File: config.mk
export PLATFORM = sky130hd
export DESIGN_NAME = pwd_cmd_unit
export DESIGN_NICKNAME = d
export VERILOG_FILES = /design/src/rtl/pwd_pkg.sv /design/src/rtl/pwd_sync.sv /design/src/rtl/pwd_shifter.sv /design/src/rtl/pwd_exec.sv /design/src/rtl/pwd_cmd_unit.sv
export SDC_FILE = /design/constraint.sdc
export NUM_CORES = 1
export LEC_CHECK = 0
export ABC_AREA = 1
export CORE_ASPECT_RATIO = 1.4
export CORE_MARGIN = 2
export CORE_UTILIZATION = 35
export CTS_CLUSTER_SIZE = 10
export DETAILED_ROUTE_END_ITERATION = 6
export MAX_ROUTING_LAYER = met4
export PLACE_DENSITY = 0.57
export SLEW_MARGIN = 20
export SYNTH_ARGS = -nofsm -noshare
export SYNTH_HDL_FRONTEND = slang
export SYNTH_HIERARCHICAL = 1
export SYNTH_SLANG_ARGS = --single-unit
File: constraint.sdc
create_clock -name clk -period 5.8 [get_ports clk]
set_input_delay 1.16 -clock clk [delete_from_list [all_inputs] [get_ports clk]]
set_output_delay 1.16 -clock clk [all_outputs]
set_load 0.03 [all_outputs]
File: src/rtl/pwd_pkg.sv
package pwd_pkg;
  localparam int PW_BITS = 64;
  localparam int IDX_W   = $clog2(PW_BITS);

  localparam logic [7:0] OPC_ARM    = 8'h06;
  localparam logic [7:0] OPC_STATUS = 8'h05;
  localparam logic [7:0] OPC_CLEAR  = 8'h30;
  localparam logic [7:0] OPC_PWWR   = 8'hE8;
  localparam logic [7:0] OPC_PWCHK  = 8'hE9;
  localparam logic [7:0] OPC_PWRD   = 8'hE7;

  typedef enum logic [1:0] {
    EX_IDLE,
    EX_WRITE,
    EX_CHECK,
    EX_STUCK
  } ex_state_e;
endpackage

File: src/rtl/pwd_sync.sv
module pwd_sync #(
  parameter int          W       = 3,
  parameter int          STAGES  = 2,
  parameter logic [W-1:0] RST_VAL = '0
) (
  input  logic         clk,
  input  logic         rst_n,
  input  logic [W-1:0] d,
  output logic [W-1:0] q
);
  logic [W-1:0] stg [STAGES];

  genvar s;
  generate
    for (s = 0; s < STAGES; s++) begin : g_stage
      always_ff @(posedge clk or negedge rst_n) begin
        if (!rst_n) stg[s] <= RST_VAL;
        else if (s == 0) stg[s] <= d;
        else stg[s] <= stg[(s == 0) ? 0 : s-1];
      end
    end
  endgenerate

  assign q = stg[STAGES-1];
endmodule

File: src/rtl/pwd_shifter.sv
module pwd_shifter
  import pwd_pkg::*;
(
  input  logic               clk,
  input  logic               rst_n,
  input  logic               sck_s,
  input  logic               cs_s,
  input  logic               si_s,
  input  logic               busy,
  input  logic [7:0]         status,
  input  logic [PW_BITS-1:0] pw,
  output logic [7:0]         opcode,
  output logic               op_valid,
  output logic               frame_ok,
  output logic               bare,
  output logic [PW_BITS-1:0] data,
  output logic               cs_rise,
  output logic               so
);
  logic             sck_d, cs_d;
  logic             sck_rise, sck_fall;
  logic [3:0]       bitcnt_q, bitcnt_n;
  logic [7:0]       opc_q, opc_n;
  logic [IDX_W-1:0] dcnt_q, dcnt_n;
  logic [IDX_W-1:0] didx;
  logic             full_q, full_n, ovf_q, ovf_n;
  logic             so_q, so_n;
  logic [PW_BITS-1:0] data_q;
  logic             data_we, so_we;

  assign sck_rise = sck_s & ~sck_d;
  assign sck_fall = ~sck_s & sck_d;
  assign cs_rise  = cs_s & ~cs_d;
  assign op_valid = (bitcnt_q == 4'd8);
  assign didx     = {dcnt_q[IDX_W-1:3], ~dcnt_q[2:0]};
  assign data_we  = ~cs_s & sck_rise & op_valid;
  assign so_we    = cs_s | (sck_fall & op_valid);

  always_comb begin
    bitcnt_n = bitcnt_q;
    opc_n    = opc_q;
    dcnt_n   = dcnt_q;
    full_n   = full_q;
    ovf_n    = ovf_q;
    so_n     = so_q;
    if (cs_s) begin
      bitcnt_n = '0;
      dcnt_n   = '0;
      full_n   = 1'b0;
      ovf_n    = 1'b0;
      so_n     = 1'b0;
    end else begin
      if (sck_rise) begin
        if (!op_valid) begin
          opc_n    = {opc_q[6:0], si_s};
          bitcnt_n = bitcnt_q + 4'd1;
        end else begin
          dcnt_n = dcnt_q + 1'b1;
          if (full_q) ovf_n = 1'b1;
          if (&dcnt_q) full_n = 1'b1;
        end
      end
      if (sck_fall && op_valid) begin
        case (opc_q)
          OPC_PWRD:   so_n = busy ? 1'b0 : pw[didx];
          OPC_STATUS: so_n = status[~dcnt_q[2:0]];
          default:    so_n = 1'b0;
        endcase
      end
    end
  end

  always_ff @(posedge clk or negedge rst_n) begin
    if (!rst_n) begin
      sck_d    <= 1'b0;
      cs_d     <= 1'b1;
      bitcnt_q <= '0;
      opc_q    <= '0;
      dcnt_q   <= '0;
      full_q   <= 1'b0;
      ovf_q    <= 1'b0;
    end else begin
      sck_d    <= sck_s;
      cs_d     <= cs_s;
      bitcnt_q <= bitcnt_n;
      opc_q    <= opc_n;
      dcnt_q   <= dcnt_n;
      full_q   <= full_n;
      ovf_q    <= ovf_n;
    end
  end

  always_ff @(posedge clk or negedge rst_n) begin
    if (!rst_n) so_q <= 1'b0;
    else if (so_we) so_q <= so_n;
  end

  always_ff @(posedge clk or negedge rst_n) begin
    if (!rst_n) data_q <= '0;
    else if (data_we) data_q[didx] <= si_s;
  end

  assign opcode   = opc_q;
  assign data     = data_q;
  assign frame_ok = full_q & ~ovf_q;
  assign bare     = op_valid & ~full_q & (dcnt_q == '0);
  assign so       = so_q;

  p_so_quiet_r1: assert property (@(posedge clk) disable iff (!rst_n)
    cs_s |=> !so_q);
  p_opcode_count_r1: assert property (@(posedge clk) disable iff (!rst_n)
    bitcnt_q <= 4'd8);
  p_overrun_after_full_r5: assert property (@(posedge clk) disable iff (!rst_n)
    ovf_q |-> full_q);
endmodule

File: src/rtl/pwd_exec.sv
module pwd_exec
  import pwd_pkg::*;
#(
  parameter int OP_CYCLES = 64
) (
  input  logic               clk,
  input  logic               rst_n,
  input  logic               cs_rise,
  input  logic [7:0]         opcode,
  input  logic               op_valid,
  input  logic               frame_ok,
  input  logic               bare,
  input  logic [PW_BITS-1:0] data,
  input  logic               pw_mode_n,
  output logic               busy,
  output logic [7:0]         status,
  output logic [PW_BITS-1:0] pw,
  output logic               locked
);
  localparam int TW = $clog2(OP_CYCLES + 1);
  localparam logic [TW-1:0] T_LOAD = TW'(OP_CYCLES - 1);

  ex_state_e        st_q, st_n;
  logic [TW-1:0]    tmr_q, tmr_n;
  logic             arm_q, arm_n, err_q, err_n;
  logic             match_q, match_n, lock_q, lock_n;
  logic [PW_BITS-1:0] pw_q, pw_n;
  logic             cmd, clear_hit, pw_we;

  assign cmd       = cs_rise & op_valid;
  assign clear_hit = cmd & bare & (opcode == OPC_CLEAR);

  always_comb begin
    st_n    = st_q;
    tmr_n   = tmr_q;
    arm_n   = arm_q;
    err_n   = err_q;
    match_n = match_q;
    lock_n  = lock_q;
    pw_n    = pw_q;
    pw_we   = 1'b0;
    if (clear_hit) begin
      st_n  = EX_IDLE;
      tmr_n = '0;
      arm_n = 1'b0;
      err_n = 1'b0;
    end else if (cmd && st_q == EX_IDLE) begin
      if (opcode == OPC_ARM && bare) begin
        arm_n = 1'b1;
      end else if (opcode == OPC_PWWR && frame_ok && arm_q && pw_mode_n) begin
        pw_n  = data;
        pw_we = 1'b1;
        st_n  = EX_WRITE;
        tmr_n = T_LOAD;
      end else if (opcode == OPC_PWCHK && frame_ok) begin
        match_n = (data == pw_q);
        st_n    = EX_CHECK;
        tmr_n   = T_LOAD;
      end
    end else if (st_q == EX_WRITE || st_q == EX_CHECK) begin
      if (tmr_q == '0) begin
        if (st_q == EX_WRITE) begin
          st_n  = EX_IDLE;
          arm_n = 1'b0;
        end else if (match_q) begin
          st_n   = EX_IDLE;
          lock_n = 1'b0;
        end else begin
          st_n  = EX_STUCK;
          err_n = 1'b1;
        end
      end else begin
        tmr_n = tmr_q - 1'b1;
      end
    end
  end

  always_ff @(posedge clk or negedge rst_n) begin
    if (!rst_n) begin
      st_q    <= EX_IDLE;
      tmr_q   <= '0;
      arm_q   <= 1'b0;
      err_q   <= 1'b0;
      match_q <= 1'b0;
      lock_q  <= 1'b1;
    end else begin
      st_q    <= st_n;
      tmr_q   <= tmr_n;
      arm_q   <= arm_n;
      err_q   <= err_n;
      match_q <= match_n;
      lock_q  <= lock_n;
    end
  end

  always_ff @(posedge clk or negedge rst_n) begin
    if (!rst_n) pw_q <= '1;
    else if (pw_we) pw_q <= pw_n;
  end

  assign busy   = (st_q != EX_IDLE);
  assign status = {1'b0, err_q, 4'b0000, arm_q, busy};
  assign pw     = pw_q;
  assign locked = lock_q;

  p_stuck_holds_r9: assert property (@(posedge clk) disable iff (!rst_n)
    (st_q == EX_STUCK && !clear_hit) |=> (st_q == EX_STUCK));
  p_err_with_busy_r9: assert property (@(posedge clk) disable iff (!rst_n)
    err_q |-> (st_q == EX_STUCK));
  p_write_needs_arm_r3: assert property (@(posedge clk) disable iff (!rst_n)
    $rose(st_q == EX_WRITE) |-> ($past(arm_q) && $past(pw_mode_n)));
  p_arm_drops_r3: assert property (@(posedge clk) disable iff (!rst_n)
    $fell(st_q == EX_WRITE) |-> !arm_q);
  p_pw_frozen_r6: assert property (@(posedge clk) disable iff (!rst_n)
    (!pw_mode_n && $past(!pw_mode_n)) |-> $stable(pw_q));
  p_unlock_source_r8: assert property (@(posedge clk) disable iff (!rst_n)
    $fell(lock_q) |-> $past(st_q == EX_CHECK));
endmodule

File: src/rtl/pwd_cmd_unit.sv
module pwd_cmd_unit
  import pwd_pkg::*;
#(
  parameter int OP_CYCLES   = 64,
  parameter int SYNC_STAGES = 2
) (
  input  logic clk,
  input  logic rst_n,
  input  logic spi_sck,
  input  logic spi_cs_n,
  input  logic spi_si,
  output logic spi_so,
  input  logic pw_mode_n,
  output logic pwd_locked
);
  logic [2:0]         pins_s;
  logic               sck_s, cs_s, si_s;
  logic [7:0]         opcode, status;
  logic               op_valid, frame_ok, bare, cs_rise, busy;
  logic [PW_BITS-1:0] data, pw;

  pwd_sync #(.W(3), .STAGES(SYNC_STAGES), .RST_VAL(3'b010)) u_sync (
    .clk   (clk),
    .rst_n (rst_n),
    .d     ({spi_sck, spi_cs_n, spi_si}),
    .q     (pins_s)
  );
  assign sck_s = pins_s[2];
  assign cs_s  = pins_s[1];
  assign si_s  = pins_s[0];

  pwd_shifter u_shift (
    .clk      (clk),
    .rst_n    (rst_n),
    .sck_s    (sck_s),
    .cs_s     (cs_s),
    .si_s     (si_s),
    .busy     (busy),
    .status   (status),
    .pw       (pw),
    .opcode   (opcode),
    .op_valid (op_valid),
    .frame_ok (frame_ok),
    .bare     (bare),
    .data     (data),
    .cs_rise  (cs_rise),
    .so       (spi_so)
  );

  pwd_exec #(.OP_CYCLES(OP_CYCLES)) u_exec (
    .clk       (clk),
    .rst_n     (rst_n),
    .cs_rise   (cs_rise),
    .opcode    (opcode),
    .op_valid  (op_valid),
    .frame_ok  (frame_ok),
    .bare      (bare),
    .data      (data),
    .pw_mode_n (pw_mode_n),
    .busy      (busy),
    .status    (status),
    .pw        (pw),
    .locked    (pwd_locked)
  );
endmodule

==> tab_implementation.tex, run 1 <==
\begin{tabular}{lr}
\hline
Metric & Value \\
\hline
\multicolumn{2}{l}{\textbf{Floorplanning}} \\
Total Die Area & 28600 sq um \\
Initial core utilization & 35.6\% \\
DIE HEIGHT & 199 um \\
Die Span X & 144 um \\
Num ports & 8 \\
Core region area & 26800 sq um \\
Number of core rows & 71 \\
\multicolumn{2}{l}{\textbf{Layout}} \\
Share of layout cells above drive strength 1 & 11.0\% \\
Commonest cells after routing, fill and taps aside & nand2\_1 (466), inv\_1 (184), nor2\_1 (120), dfrtp\_1 (102), o21ai\_0 (80) \\
Area growth from synthesis to layout & 8.84\% \\
Most common library cell in the layout ignoring fill and taps & nand2\_1 \\
Count of inserted antenna diode cells & 0 \\
Filler cell count & 2869 \\
Number of nets in the final layout & 1318 \\
\multicolumn{2}{l}{\textbf{Synth}} \\
Area share of the leading cell type in the synthesized netlist & 26.8\% \\
Synthesized cell area & 9540 sq um \\
Distinct cell type count of the synthesized netlist & 39 \\
Proportion of synthesized chip area in sequential cells & 45.5\% \\
Post-synthesis sequential element count & 170 \\
Post-synth top area cell & dfrtp\_1 \\
Number of warnings reported in the yosys synthesis log & 6 \\
Largest cells by area after synthesis & dfrtp\_1 (27\%), dfstp\_2 (19\%), nand2\_1 (18\%) \\
Gate count of the mapped netlist & 1316 \\
Average cell area after synthesis & 7.25 sq um \\
\multicolumn{2}{l}{\textbf{Power}} \\
Pwr dens & 230 nW/um\^{}2 \\
P\_leak & 5.18 nW \\
Worst ir drop on vdd & 0.000200 V \\
\multicolumn{2}{l}{\textbf{Hold path}} \\
Origin of the worst min-delay path & u\_sync/stg[3]\$\_DFF\_PN0\_ \\
Worst hold path cell count & 0 \\
Endpoint, Worst Hold & u\_sync/q[0]\$\_DFF\_PN0\_ \\
Hold crit path type & flop to flop \\
\multicolumn{2}{l}{\textbf{Clocking}} \\
PostCTS Resize Cnt & 0 \\
Number of buffers inserted for hold repair after clock tree synthesis & 0 \\
Clock insertion delay at the later pin of the skew report & 0.44 ns \\
Clock buffers created by TritonCTS & 17 \\
H-tree Lvls & 4 \\
Cell chosen for the clock root & clkbuf\_16 \\
TritonCTS clock tree & built \\
Clock transition at the registers of the reported paths & 0.07 ns \\
Deepest clock path buffer count & 2 \\
Total setup buffers inserted after CTS & 0 \\
Clk sinks & 170 \\
\multicolumn{2}{l}{\textbf{Worst setup path}} \\
Endpoint required time on the critical path & 6.13 ns \\
Number of cells traversed by the worst register-to-register path & 13 \\
Crit path kind & flop to flop \\
Slowest-stage cell, CP & inv\_2 \\
Kind of start point of the critical path & flop \\
Setup slack of the worst register-to-register path & 2.89 ns \\
Kind of cell with the highest combined delay on the critical path & simple AND/OR/NAND/NOR gates \\
Crit path max fanout & 40 \\
Startpoint of the most critical register-to-register path & u\_shift/dcnt\_q[0]\$\_DFFE\_PN0P\_ \\
Worst R2R End & u\_exec/tmr\_q[4]\$\_DFFE\_PN0P\_ \\
Slowest stage delay, CP & 0.60 ns \\
Kind of capture point of the worst setup path & flop \\
CP bufs+invs & 2 \\
Critical path, cell by cell & inv\_2, ha\_1, nand4\_1, nor3\_1, nand3\_1, nor2\_2, nand2\_2, nand2\_2, nor2\_2, nor2\_4, inv\_1, nand2\_1, nand2\_1 \\
Crit path arrival time & 3.24 ns \\
\multicolumn{2}{l}{\textbf{GRT}} \\
Number of global-route vias before repair & 7605 \\
Wire length of the first global-routing pass & 39000 um \\
Maximum number of pins on one net before global-route repair & 95 \\
Total routing resource utilization after global routing & 18.1\% \\
Antenna violations before repair & 0 \\
Remaining global-route overflow & 0 \\
\multicolumn{2}{l}{\textbf{Timing}} \\
F\_max & 0.344 GHz \\
Count of endpoints failing hold in the final timing report & 0 \\
Transition time at the pin with the least slew margin & 0.844 ns \\
Pins over their slew limit & 0 \\
Setup TNS & 0 ns \\
Smallest hold slack & 0.351 ns \\
RSZ-0062 raised after global routing & no \\
Worst max-slew margin expressed relative to the limit & 43.7\% \\
Final setup violating endpoints & 0 \\
Worst setup skew after layout & 0.0130 ns \\
Min Tclk post-route & 2.91 ns \\
Final critical-path share of the clock period & 50.2\% \\
\multicolumn{2}{l}{\textbf{Drt}} \\
Number of nets still failing antenna checks after routing & 0 \\
Drt first pass iters & 5 \\
Wirelength per Cell & 13.9 um \\
Routed WL & 23400 um \\
Count of routing violations after the opening detailed-route iteration & 559 \\
Via Count & 7867 \\
Drt drc & 0 \\
Avg Vias per Cell & 4.68 \\
\multicolumn{2}{l}{\textbf{Place}} \\
Count of input and output buffers & 7 \\
GPL Wtd Cong & 0.824 \\
Final HPWL from detailed placement & 14800 um \\
\multicolumn{2}{l}{\textbf{Job}} \\
Max-cap check violation count & 0 \\
\multicolumn{2}{l}{\textbf{Outcome}} \\
Result of the run & finished, final reports clean \\
\hline
\end{tabular}
## per-stage QoR
step | util (%) | power, mW | setup WS, ns | area, sq um | std cells
final | 38.7 | 2.38 | 2.89 | 10400 | 1682
after global routing | 38.7 | 2.49 | 2.64 | 10400 | 1682
after detailed placement | 36.7 | 1.33 | 2.44 | 9850 | 1650
after floorplan | - | 1.29 | 3.61 | 9560 | 1320
after CTS | 38.7 | 2.42 | 2.89 | 10400 | 1682
after global placement | 36.7 | 1.33 | 2.46 | 9850 | 1650
## metal layers
metal	track usage, %	up-vias	part of all wire [%]
met4	6.79	0	2.8
met5	-	-	0
li1	-	3989	-
met2	30.7	128	50
met1	21.3	3712	44
met3	3.38	38	3.4
## Yosys cell counts, drive strengths merged
cell and instances:
dfrtp 102, o21a 41, nor3b 1, a21boi 1, a21oi 13, dfstp 68
nand3b 2, nand4 4, conb 1, o21ai 105, ha 8, nor2 132
nand2 470, buf 42, xnor2 1, nand3 74, clkinv 1, clkbuf 6
or2 3, o22ai 4, inv 198, nor4 2, xor2 22, a31oi 5
nor3 10
## worst max-delay path by stage
| stage | startpoint | endpoint | cells past startpoint |
|---|---|---|---|
| 2_1_floorplan | u_shift/dcnt_q[0]$_DFFE_PN0P_ | u_exec/tmr_q[3]$_DFFE_PN0P_ | 16 |
| 3_3_place_gp | pw_mode_n | u_exec/st_q[1]$_DFFE_PN0P_ | 9 |
| 3_5_place_dp | pw_mode_n | u_exec/st_q[1]$_DFFE_PN0P_ | 9 |
| 4_1_cts | u_shift/dcnt_q[0]$_DFFE_PN0P_ | u_exec/tmr_q[4]$_DFFE_PN0P_ | 13 |
| 5_1_grt | u_shift/dcnt_q[0]$_DFFE_PN0P_ | u_exec/tmr_q[3]$_DFFE_PN0P_ | 13 |
| 6_report | u_shift/dcnt_q[0]$_DFFE_PN0P_ | u_exec/tmr_q[4]$_DFFE_PN0P_ | 13 |
## sequential cells by signal, indices dropped and copies added (netlist names)
register	count
u_exec/match_q	1
u_shift/ovf_q	1
u_shift/cs_d	1
u_shift/so	1
u_shift/sck_d	1
u_sync/q	3
u_exec/pw	64
u_exec/err_q	1
u_shift/full_q	1
u_exec/tmr_q	7
u_shift/data	64
u_shift/dcnt_q	6
u_sync/stg	3
u_exec/locked	1
u_shift/opcode	8
u_exec/st_q	2
u_shift/bitcnt_q	4
u_exec/arm_q	1
## power breakdown
part	leakage, nW	internal [mW]	total, mW	switching (mW)
Clock	0.258	0.600	1.08	0.475
Sequential	2.10	1.21	1.23	0.0223
Combinational	2.82	0.0215	0.0815	0.0601
## layout make-up
| cell class | count | area (sq um) | area share, % |
|---|---|---|---|
| Clock inverter | 8 | 73.8 | 0.711 |
| Inverter | 199 | 747 | 7.19 |
| Clock buffer | 24 | 462 | 4.45 |
| Sequential cell | 170 | 4340 | 41.8 |
| Timing Repair Buffer | 13 | 141 | 1.36 |
| Tap cell | 365 | 457 | 4.40 |
| Multi-Input combinational cell | 903 | 4170 | 40.1 |
## logic make-up after synthesis
group,Yosys count,synth area share [%]
XOR/XNOR,23,2.11
buffers and inverters,247,11.0
adder cells (fa/ha/maj),8,1.05
AO/OA/AOI/OAI,169,10.3
flip-flops,170,45.5
AND/OR/NAND/NOR,698,30.0
other,1,0.0393
(Power assumes the default switching activity.)
==> run 2: changes to the inputs <==
clock period = 2.87 ns   (was 5.8 ns; I/O delays follow)
==> run 2 against run 1 <==
Wire length increased by 1.1%. Cell count increased by 0.59%. Sequential power increased by 100%. Fmax increased by 25%. Count of clock-buffer cells in the layout increased by 2.
==> tab_implementation.tex, run 2 (same netlist as run 1, synthesis figures left out) <==
\begin{tabular}{lr}
\hline
Metric & Value \\
\hline
\multicolumn{2}{l}{\textbf{Power}} \\
Pwr dens & 478 nW/um\^{}2 (+110\%) \\
Worst ir drop on vdd & 0.000479 V (+140\%) \\
P\_leak & 5.28 nW (+1.8\%) \\
\multicolumn{2}{l}{\textbf{Drt}} \\
Drt first pass iters & 5 (unchanged) \\
Via Count & 7849 (-0.23\%) \\
Drt drc & 0 (unchanged) \\
Routed WL & 23700 um (+1.1\%) \\
Wirelength per Cell & 14.0 um (+0.51\%) \\
Number of nets still failing antenna checks after routing & 0 (unchanged) \\
Count of routing violations after the opening detailed-route iteration & 512 (-8.4\%) \\
Avg Vias per Cell & 4.64 (-0.82\%) \\
\multicolumn{2}{l}{\textbf{Floorplanning}} \\
Core region area & 26800 sq um (unchanged) \\
Die Span X & 144 um (unchanged) \\
DIE HEIGHT & 199 um (unchanged) \\
Number of core rows & 71 (unchanged) \\
Num ports & 8 (unchanged) \\
Initial core utilization & 35.6\% (unchanged) \\
Total Die Area & 28600 sq um (unchanged) \\
\multicolumn{2}{l}{\textbf{Clocking}} \\
Clk sinks & 170 (unchanged) \\
Number of buffers inserted for hold repair after clock tree synthesis & 0 (unchanged) \\
Total setup buffers inserted after CTS & 0 (unchanged) \\
H-tree Lvls & 4 (unchanged) \\
PostCTS Resize Cnt & 0 (unchanged) \\
Deepest clock path buffer count & 2 (unchanged) \\
Clock insertion delay at the later pin of the skew report & 0.44 ns (about the same) \\
Clock transition at the registers of the reported paths & 0.06 ns (about the same) \\
Cell chosen for the clock root & clkbuf\_16 \\
Clock buffers created by TritonCTS & 17 (unchanged) \\
TritonCTS clock tree & built \\
\multicolumn{2}{l}{\textbf{Worst setup path}} \\
Crit path kind & flop to flop \\
Slowest-stage cell, CP & buf\_4 \\
Critical path destination & u\_exec/pw[56]\$\_DFFE\_PN1P\_ \\
Setup slack of the worst register-to-register path & 0.53 ns (-2.36 ns) \\
Kind of cell with the highest combined delay on the critical path & buffers and inverters \\
Kind of capture point of the worst setup path & flop \\
Endpoint required time on the critical path & 3.24 ns (-2.89 ns) \\
Crit path max fanout & 46 (+15\%) \\
Startpoint of the most critical register-to-register path & u\_shift/bitcnt\_q[0]\$\_DFFE\_PN0P\_ \\
Number of cells traversed by the worst register-to-register path & 11 (-2) \\
CP bufs+invs & 4 (+2) \\
Crit path arrival time & 2.70 ns (-0.54 ns) \\
Kind of start point of the critical path & flop \\
Worst R2R End & u\_exec/pw[56]\$\_DFFE\_PN1P\_ \\
Slowest stage delay, CP & 0.44 ns (-0.16 ns) \\
Critical path depth & 11 (-2) \\
Beginning of the critical path & u\_shift/bitcnt\_q[0]\$\_DFFE\_PN0P\_ \\
Critical path, cell by cell & inv\_1, ha\_1, nand3\_2, inv\_1, nand2\_2, nor2\_4, inv\_2, nor2\_4, buf\_4, nand2\_1, o21ai\_1 \\
\multicolumn{2}{l}{\textbf{GRT}} \\
Number of global-route vias before repair & 7742 (+1.8\%) \\
Remaining global-route overflow & 0 (unchanged) \\
Total routing resource utilization after global routing & 18.2\% (+0.098 points) \\
Maximum number of pins on one net before global-route repair & 58 (-39\%) \\
Antenna violations before repair & 0 (unchanged) \\
Wire length of the first global-routing pass & 39200 um (+0.60\%) \\
\multicolumn{2}{l}{\textbf{Timing}} \\
RSZ-0062 raised after global routing & no \\
Worst max-slew margin expressed relative to the limit & 53.1\% (+9.4 points) \\
Pins over their slew limit & 0 (unchanged) \\
Worst setup skew after layout & 0.0125 ns (-0.000463 ns) \\
Final critical-path share of the clock period & 81.4\% (+31 points) \\
Setup TNS & 0 ns (unchanged) \\
F\_max & 0.428 GHz (+25\%) \\
Final setup violating endpoints & 0 (unchanged) \\
Min Tclk post-route & 2.34 ns (-0.574 ns) \\
Transition time at the pin with the least slew margin & 0.698 ns (-0.146 ns) \\
Count of endpoints failing hold in the final timing report & 0 (unchanged) \\
\multicolumn{2}{l}{\textbf{Place}} \\
Final HPWL from detailed placement & 15500 um (+4.6\%) \\
Placed Area & 9960 sq um (+1.1\%) \\
GPL Wtd Cong & 0.816 (-1.0\%) \\
Count of input and output buffers & 7 (unchanged) \\
\multicolumn{2}{l}{\textbf{Layout}} \\
Layout Utilization & 39.4\% (+0.70 points) \\
Number of nets in the final layout & 1328 (+0.76\%) \\
Count of inserted antenna diode cells & 0 (unchanged) \\
Finished Cell Area & 10600 sq um (+1.8\%) \\
Share of layout cells above drive strength 1 & 11.8\% (+0.75 points) \\
Commonest cells after routing, fill and taps aside & nand2\_1 (466), inv\_1 (184), nor2\_1 (120), dfrtp\_1 (102), o21ai\_0 (80) \\
Most common library cell in the layout ignoring fill and taps & nand2\_1 \\
Area growth from synthesis to layout & 10.8\% \\
\multicolumn{2}{l}{\textbf{Hold path}} \\
Hold crit path type & primary input to async pin \\
\multicolumn{2}{l}{\textbf{Job}} \\
Max-cap check violation count & 0 (unchanged) \\
\multicolumn{2}{l}{\textbf{Outcome}} \\
Result of the run & finished, final reports clean \\
\hline
\end{tabular}
[run 2: cell count changes in the layout (fill, tap and decap cells not counted), sizes merged]
cell | previous run | this run
bufinv | 1 | 3
clkbuf | 24 | 26
buf | 7 | 17
clkinvlp | 2 | 1
clkinv | 6 | 3
[run 2: cell type report]
type                       count  area, sq um
sequential                   170         4340
multi-input combinational    903         4170
fill                        2815        16300
inverter                     199          747
clock buffer                  26          499
timing repair buffer          23          254
tap                          365          457
clock inverter                 6          111
[run 2: metrics by stage]
step | hold WS, ns | worst slack, ns | std cells | total power [mW]
after detailed placement | 0.335 | 0.537 | 1660 | 2.70
final | 0.0680 | 0.535 | 1692 | 5.06
after CTS | 0.0677 | 0.523 | 1692 | 5.12
after global routing | 0.0869 | 0.307 | 1692 | 5.25
after floorplan | 0.278 | 0.685 | 1320 | 2.60
after global placement | 0.331 | 0.610 | 1660 | 2.70
[run 2: report_power, final]
part           switching (mW)  internal, mW  total [mW]
Sequential             0.0444          2.44        2.48
Combinational           0.124        0.0489       0.173
Clock                   0.940          1.46        2.40
[run 2: layer usage]
metal  up-vias  track usage, %  wire length, um
li1       4018               -                -
met1      3647            21.3            10100
met2       152            31.4            12100
met3        32            2.76              823
met4         0            6.94              601
met5         -               -                0
[run 2: worst min path at each step]
stage / to / cells past startpoint
after floorplan: u_exec/arm_q$_DFFE_PN0P_ / 0
after global placement: u_sync/q[0]$_DFF_PN0_ / 0
after detailed placement: u_sync/q[2]$_DFF_PN0_ / 0
after CTS: u_shift/data[16]$_DFFE_PN0P_ / 1
after global routing: u_shift/data[16]$_DFFE_PN0P_ / 1
final: u_shift/data[16]$_DFFE_PN0P_ / 1
